<file path="config.mk">
export PLATFORM = sky130hd
export DESIGN_NAME = pipe_hazard_ctrl
export DESIGN_NICKNAME = d
export VERILOG_FILES = /design/src/rtl/hz_pkg.sv /design/src/rtl/hz_rst_sync.sv /design/src/rtl/hz_load_track.sv /design/src/rtl/hz_branch_seq.sv /design/src/rtl/pipe_hazard_ctrl.sv
export SDC_FILE = /design/constraint.sdc
export NUM_CORES = 1
export LEC_CHECK = 0
export BUFFER_PORTS_ARGS = -buffer_cell sky130_fd_sc_hd__buf_2
export CAP_MARGIN = 25
export CORE_UTILIZATION = 46
export CTS_CLUSTER_SIZE = 30
export DETAILED_ROUTE_END_ITERATION = 10
export GPL_TIMING_DRIVEN = 0
export PLACE_DENSITY = 0.74
export SYNTH_ARGS = -nofsm -noshare
export SYNTH_HDL_FRONTEND = slang
export SYNTH_SLANG_ARGS = --single-unit
</file>
<file path="constraint.sdc">
create_clock -name clk -period 1.99 [get_ports clk]
set_input_delay 0.199 -clock clk [delete_from_list [all_inputs] [get_ports clk]]
set_output_delay 0.199 -clock clk [all_outputs]
set_load 0.02 [all_outputs]
</file>
<file path="src/rtl/hz_pkg.sv">
package hz_pkg;
  localparam int unsigned REG_W = 5;

  typedef logic [REG_W-1:0] reg_id_t;

  typedef struct packed {
    logic    live;
    reg_id_t dst;
  } ld_slot_t;
endpackage

</file>
<file path="src/rtl/hz_rst_sync.sv">
module hz_rst_sync (
  input  logic clk,
  input  logic rst_n,
  output logic rst_q_n
);
  logic meta_q;

  always_ff @(posedge clk or negedge rst_n) begin
    if (!rst_n) begin
      meta_q  <= 1'b0;
      rst_q_n <= 1'b0;
    end else begin
      meta_q  <= 1'b1;
      rst_q_n <= meta_q;
    end
  end
endmodule

</file>
<file path="src/rtl/hz_load_track.sv">
// Records loads that left decode, one slot per cycle of use latency,
// and flags a decode source that matches any of them.
module hz_load_track
  import hz_pkg::*;
#(
  parameter int unsigned GAP = 2
) (
  input  logic    clk,
  input  logic    rst_n,
  input  logic    adv,
  input  logic    push,
  input  reg_id_t push_dst,
  input  reg_id_t src_a,
  input  logic    src_a_en,
  input  reg_id_t src_b,
  input  logic    src_b_en,
  output logic    hit
);
  ld_slot_t [GAP-1:0] chain_q;
  ld_slot_t [GAP-1:0] chain_d;
  logic     [GAP-1:0] slot_hit;

  always_comb begin
    chain_d[0] = '{live: push, dst: push_dst};
    for (int i = 1; i < GAP; i++) begin
      chain_d[i] = chain_q[i-1];
    end
  end

  always_ff @(posedge clk or negedge rst_n) begin
    if (!rst_n) begin
      chain_q <= '0;
    end else if (adv) begin
      chain_q <= chain_d;
    end
  end

  for (genvar g = 0; g < GAP; g++) begin : g_cmp
    logic nonzero;
    assign nonzero     = (chain_q[g].dst != '0);
    assign slot_hit[g] = chain_q[g].live && nonzero &&
                         ((src_a_en && (src_a == chain_q[g].dst)) ||
                          (src_b_en && (src_b == chain_q[g].dst)));
  end

  assign hit = |slot_hit;
endmodule

</file>
<file path="src/rtl/hz_branch_seq.sv">
// Tracks a branch from decode through execute, decides the delay-slot
// annul and counts the post-slot stall cycles.
module hz_branch_seq #(
  parameter int unsigned BR_STALLS = 2,
  localparam int unsigned CNT_W = $clog2(BR_STALLS + 1)
) (
  input  logic clk,
  input  logic rst_n,
  input  logic freeze,
  input  logic dec_valid,
  input  logic ld_hz,
  input  logic dec_br,
  input  logic dec_lk,
  input  logic ex_taken,
  output logic busy,
  output logic issue,
  output logic annul
);
  logic             ex_br_q, ex_br_d;
  logic             ex_lk_q, ex_lk_d;
  logic             wait_q, wait_d;
  logic             kill_q, kill_d;
  logic [CNT_W-1:0] cnt_q, cnt_d;
  logic             kill_now;
  logic             slot_go;

  assign busy     = (cnt_q != '0);
  assign issue    = dec_valid && !freeze && !ld_hz && !busy;
  assign kill_now = ex_br_q && ex_lk_q && !ex_taken;
  assign slot_go  = issue && wait_q;
  assign annul    = slot_go && (kill_q || kill_now);

  always_comb begin
    ex_br_d = issue && dec_br;
    ex_lk_d = issue && dec_lk;
    wait_d  = issue ? dec_br : wait_q;
    if (slot_go)       kill_d = 1'b0;
    else if (kill_now) kill_d = 1'b1;
    else               kill_d = kill_q;
    if (slot_go)       cnt_d = CNT_W'(BR_STALLS);
    else if (busy)     cnt_d = cnt_q - CNT_W'(1);
    else               cnt_d = cnt_q;
  end

  always_ff @(posedge clk or negedge rst_n) begin
    if (!rst_n) begin
      ex_br_q <= 1'b0;
      ex_lk_q <= 1'b0;
      wait_q  <= 1'b0;
      kill_q  <= 1'b0;
      cnt_q   <= '0;
    end else if (!freeze) begin
      ex_br_q <= ex_br_d;
      ex_lk_q <= ex_lk_d;
      wait_q  <= wait_d;
      kill_q  <= kill_d;
      cnt_q   <= cnt_d;
    end
  end
endmodule

</file>
<file path="src/rtl/pipe_hazard_ctrl.sv">
module pipe_hazard_ctrl
  import hz_pkg::*;
#(
  parameter int unsigned LOAD_GAP  = 2,
  parameter int unsigned BR_STALLS = 2
) (
  input  logic             clk,
  input  logic             rst_n,
  input  logic             freeze_i,
  input  logic             dec_valid_i,
  input  logic [REG_W-1:0] dec_src_a_i,
  input  logic             dec_src_a_en_i,
  input  logic [REG_W-1:0] dec_src_b_i,
  input  logic             dec_src_b_en_i,
  input  logic [REG_W-1:0] dec_dst_i,
  input  logic             dec_is_load_i,
  input  logic             dec_is_branch_i,
  input  logic             dec_is_likely_i,
  input  logic             ex_br_taken_i,
  output logic             front_stall_o,
  output logic             ex_bubble_o,
  output logic             slot_annul_o
);
  logic rst_q_n;
  logic ld_hit, ld_hz;
  logic br_busy, issue, annul;
  logic ld_push;
  logic stall_raw;

  hz_rst_sync u_rst (
    .clk     (clk),
    .rst_n   (rst_n),
    .rst_q_n (rst_q_n)
  );

  hz_load_track #(.GAP(LOAD_GAP)) u_ld (
    .clk      (clk),
    .rst_n    (rst_q_n),
    .adv      (!freeze_i),
    .push     (ld_push),
    .push_dst (dec_dst_i),
    .src_a    (dec_src_a_i),
    .src_a_en (dec_src_a_en_i),
    .src_b    (dec_src_b_i),
    .src_b_en (dec_src_b_en_i),
    .hit      (ld_hit)
  );

  hz_branch_seq #(.BR_STALLS(BR_STALLS)) u_br (
    .clk       (clk),
    .rst_n     (rst_q_n),
    .freeze    (freeze_i),
    .dec_valid (dec_valid_i),
    .ld_hz     (ld_hz),
    .dec_br    (dec_is_branch_i),
    .dec_lk    (dec_is_likely_i),
    .ex_taken  (ex_br_taken_i),
    .busy      (br_busy),
    .issue     (issue),
    .annul     (annul)
  );

  // An annulled slot enters execute as a bubble, so its load is not tracked.
  assign ld_hz     = dec_valid_i && ld_hit;
  assign ld_push   = issue && dec_is_load_i && !annul;
  assign stall_raw = br_busy || ld_hz;

  assign front_stall_o = freeze_i || stall_raw;
  assign ex_bubble_o   = !freeze_i && stall_raw;
  assign slot_annul_o  = annul;
endmodule

</file>
# Word level (Yosys, flattened, before mapping)
# Cells that the tools add are included.
# Widths: inputs -> output; s select.
# classes
n_reduce_logical	40
mux	4
bitwise_logic	1
n_eq_ne	4
add_sub_neg	1
# op_table
operator	count
$logic_and 1x1->1	21
$eq 5x5->1	4
$reduce_bool 5->1	2
$reduce_and 2->1	3
$reduce_bool 2->1	3
$logic_not 1->1	5
$logic_or 1x1->1	5
$mux 2	2
$mux 1	2
$reduce_or 2->1	1
$sub 2x1->2 const B	1
$not 1->1	1
# word_totals
wordCells	61
regBits	20

# Logic depth before layout (Yosys ltp)
# logic_depth
depth_word	13
mapped_depth	7
depth_no_buf	6

# Modules after synthesis
# A second synthesis with hierarchy kept.
# unflattened
cells_unflattened	97
hier_area_um2	1122.3
# by_module_without_submodules
module	cells_per_inst	area_per_inst_um2	n_inst
hz_load_track	58	701.9	1
hz_branch_seq	29	331.6	1
hz_rst_sync	3	53.8	1
pipe_hazard_ctrl	7	35.0	1

# Least setup slack after synthesis
# OpenSTA, ideal clock, no wires.
# synth_timing
kind	register -> output
start	reg u_ld.chain_q (netlist bit u_ld.chain_d[10])
end	out slot_annul_o
required_time_ps	1791
arrival_ps	1943
stages_incl_launch_ff	7
n_path_buf	1
path_slack_ps	-152
cell_sequence	dfrtp_1 or4_1 o21a_1 a32oi_2 and3_1 buf_6 nor2b_1
# synth_via
elab_chain_len	11
# synth_lines
item	line_no	rtl
from (decl)	hz_load_track.sv:19	ld_slot_t [GAP-1:0] chain_q;
from (signal assigned)	hz_load_track.sv:34	chain_q <= chain_d;
$eq 5x5->1, on equally long branches	hz_load_track.sv:42, hz_load_track.sv:43	
$logic_and 1x1->1, on equally long branches	hz_load_track.sv:42, hz_load_track.sv:43	
$logic_or 1x1->1	hz_load_track.sv:42	((src_a_en && (src_a == chain_q[g].dst)) ||
$logic_and 1x1->1 *	hz_load_track.sv:41	assign slot_hit[g] = chain_q[g].live && nonzero &&
$reduce_or 2->1 *	hz_load_track.sv:46	assign hit = |slot_hit;
$logic_and 1x1->1 *	pipe_hazard_ctrl.sv:64	assign ld_hz = dec_valid_i && ld_hit;
$logic_not 1->1 *	hz_branch_seq.sv:28	assign issue = dec_valid && !freeze && !ld_hz && !busy;
$logic_and 1x1->1 * (2 in series)	hz_branch_seq.sv:28	
$logic_and 1x1->1 *	hz_branch_seq.sv:30	assign slot_go = issue && wait_q;
$logic_and 1x1->1 *	hz_branch_seq.sv:31	assign annul = slot_go && (kill_q || kill_now);
to (decl)	pipe_hazard_ctrl.sv:22	output logic slot_annul_o
# Every way passes the cells marked *; elsewhere a longest branch is shown, timed or not.

# Final worst setup path
# layout_timing
start	reg u_ld.chain_q (netlist bit u_ld.chain_d[7])
end	out ex_bubble_o
# layout_via
elab_chain_len	8
# layout_lines
item	line_no	rtl
$eq 5x5->1, on equally long branches	hz_load_track.sv:42, hz_load_track.sv:43	
$logic_and 1x1->1, on equally long branches	hz_load_track.sv:42, hz_load_track.sv:43	
$logic_or 1x1->1	hz_load_track.sv:42	
$logic_and 1x1->1 *	hz_load_track.sv:41	
$reduce_or 2->1 *	hz_load_track.sv:46	
$logic_and 1x1->1 *	pipe_hazard_ctrl.sv:64	
$logic_or 1x1->1 *	pipe_hazard_ctrl.sv:66	assign stall_raw = br_busy || ld_hz;
$logic_and 1x1->1 *	pipe_hazard_ctrl.sv:69	assign ex_bubble_o = !freeze_i && stall_raw;
to (decl)	pipe_hazard_ctrl.sv:21	output logic ex_bubble_o,
# Marks and branches as above.

==> impl_results.md <==
* Status: complete, but fails checks
* Violated checks: negative setup slack
* Die Y at 50.8 um
* Worst-path clk slew at 0.13 ns
* Post-synth top cells: dfrtp_1 (20), xnor2_1 (20), mux2_2 (11)
* FF+latch count, synth at 20
* Asr flop ratio synth at 100%
* RSZ-0062 raised after global routing: true
* Post-synth top flop: dfrtp_1
* F_max at 0.426 GHz
* Site row count at 17
* Number of antenna violations at the first check in global routing at 0
* Synthesized net count at 124
* Min-Delay Path Class: input port to flip-flop
* Root buf cell: clkbuf_4
* Top Metal Used: met4
* CTS Buf Count at 3
* Final nets at 161
* Final-report hold violation count at 0
* TritonCTS clock tree: yes
* Synth warn at 0
* Period utilization at 118%
* Largest cells by area after synthesis: dfrtp_1 (46%), xnor2_1 (16%), mux2_2 (11%), nand2_1 (2.4%), nand4_1 (2.3%)
* Avg WL per Cell at 14.9 um
* Detail Route Antenna Nets at 0
* Crit path DAT at around 2.2 ns
* Via count at 870
* First-pass GRT wire length at 3840 um
* WS Path Type: flip-flop to output port
* Layout area overhead at 31.4%
* Drt drc at 0
* Post-Synthesis Cells at 98
* Initial DRC Count at 10
* Fraction of layout cells with a size suffix above 1 at 45.5%
* WL final at 2420 um
* Rel. slew slack at 52.5%
* Post-synth cell types at 30
* Max Root-Sink Buffers at 2
* Total clock sinks at 20
* Yosys top cell by area: dfrtp_1
* GRT Util Overall at 20.2%
* Leak pwr at 0.633 nW
* Pwr Total at around 1.3 mW
* Pre-CTS setup slack at -0.251 ns
* Setup ws final at -0.356 ns
* Dpl hpwl at 1740 um
* Pins Over Slew Limit at 0
* Final min period at 2.35 ns
* H-tree level count at 1
* GP Congestion at 0.817
* Post-synth EDFFs at 0
* Clock Skew at 0.0154 ns
* Initial core utilization at 49.0%
* Width of the die at 50.8 um
* # diodes at 0
* Top cell type's share of synthesized area at ~46%
* Grt total ovfl at 0
* PwrDens at 901 nW/um2
* Crit path max fanout at 2
* Worst-margin pin slew at 0.713 ns
* Crit. End Element: output port
* Clk_lat worst skew at roughly 0.30 ns
* DR vias/cell at 5.37
* Die area at 2580 um2
* Largest net degree at the start of global routing at 19
* Worst IR Drop VDD at 0.739 mV
* CP startpoint kind: flip-flop
* Synth Cell Area at 1090 um2
* Sequential area share after synthesis at 45.7%
* Mean Syn Cell Area at 11.2 um2
* Num ports at 28
* Final setup fails at 5
* Met3 WL at 85 um
* Critical Path RT at 1.79 ns
* Routed met2 length at 1220 um
* MaxCap Viol Count at 0
* IO Port Bufs at 26
* M1 WL at 1080 um
* Core area at 2230 um2
* Vias in the first global route at 874
* Drt pass-1 iters at 4
## worst paths after layout
| kind | start | to | slack [ns] | cells past startpoint |
|---|---|---|---|---|
| setup / recovery | u_ld.chain_d[7] | ex_bubble_o | -0.36 | 7 |
| hold / removal | dec_is_likely_i | u_br.ex_lk_q | 0.10 | 2 |
| setup reg to reg | u_ld.chain_d[7] | u_br.wait_q | -0.11 | 6 |
| hold reg to reg | u_rst.rst_q_n | u_ld.chain_d[7] | 0.30 | 0 |
| max in group asynchronous | u_rst.rst_q_n | u_ld.chain_q[6] | 1.20 | 0 |
| min in group asynchronous | rst_n | u_rst.rst_q_n | 0.18 | 2 |
## critical path: stages (launching register included)
cell and delay (ns):
dfrtp_2 0.43, or4_1 0.52, o21a_1 0.21, a32oi_2 0.18, buf_4 0.15, nand2b_4 0.12, a21oi_2 0.05, buf_4 0.18
## per-layer routing
metal | up-vias | track usage, %
met3 | 2 | 2.42
met2 | 24 | 37.3
met1 | 426 | 23.3
met5 | - | 0
met4 | 0 | 8.33
li1 | 418 | -
## logic make-up after synthesis
kind of cell	count (synthesis)	share of synthesized area [%]
simple gates	21	9.60
xor+xnor	20	16.0
flops	20	45.7
compound gates	16	11.4
mux	12	12.7
buf+inv	7	3.08
fa+ha+maj	1	1.14
other cells	1	0.343
## power breakdown
part | internal [mW] | leakage (nW) | switching [mW]
Clock | 0.204 | 0.0279 | 0.130
Sequential | 0.485 | 0.242 | 0.0833
Combinational | 0.218 | 0.363 | 0.178
Total | 0.906 | 0.633 | 0.391
## stage by stage
stage | hold slack [ns] | setup TNS, ns | util (%) | std cells | area [um2]
floorplan | -0.0966 | -0.0265 | - | 98 | 1100
global placement | -0.0157 | -0.375 | 56.8 | 152 | 1270
detailed placement | -0.0152 | -0.438 | 56.8 | 152 | 1270
CTS | 0.107 | -1.13 | 63.2 | 163 | 1410
global route | 0.102 | -1.46 | 64.4 | 162 | 1440
finish | 0.100 | -1.17 | 64.4 | 162 | 1440
## layout make-up
type / count / area, um2
Clock buffer: 3 / 22.5
Inverter: 4 / 15.0
Sequential cell: 20 / 503
Buffer: 2 / 7.51
Fill cell: 175 / 795
Multi-Input combinational cell: 71 / 622
Timing Repair Buffer: 33 / 204
Clock inverter: 1 / 30.0
Tap cell: 28 / 35.0
## what timing repair did
item                                    in CTS  in global routing
endpoints found under the setup margin       6                 10
pin swaps                                    3                  9
gates resized for setup                     10                  7
hold buffers                                 1                  0
hold endpoints to repair                     2                  0
setup buffers                                6                  0
## cells in the final DEF, fill, tap and decap left out, types with 2 or more instances in the layout
master | synthesis | layout
buf_2 | 0 | 23
mux2_2 | 11 | 11
buf_4 | 0 | 6
o22ai_2 | 0 | 2
buf_6 | 1 | 3
nor2_1 | 3 | 3
dfrtp_2 | 0 | 2
clkbuf_4 | 0 | 3
nor3_1 | 2 | 2
inv_1 | 4 | 4
a21oi_1 | 3 | 2
dfrtp_1 | 20 | 18
xnor2_1 | 20 | 17
a22o_1 | 2 | 2
nand4_1 | 4 | 4
xnor2_2 | 0 | 3
nand2_1 | 7 | 6
## sequential cells by signal (all words and copies together), names as in the netlist
| register | cells |
|---|---|
| u_br.wait_q | 1 |
| u_br.kill_q | 1 |
| u_rst.rst_q_n | 1 |
| u_ld.chain_d | 6 |
| u_br.cnt_q | 2 |
| u_br.ex_br_q | 1 |
| u_rst.meta_q | 1 |
| u_br.ex_lk_q | 1 |
| u_ld.chain_q | 6 |
Note: power is estimated with default switching activity, not from simulation.
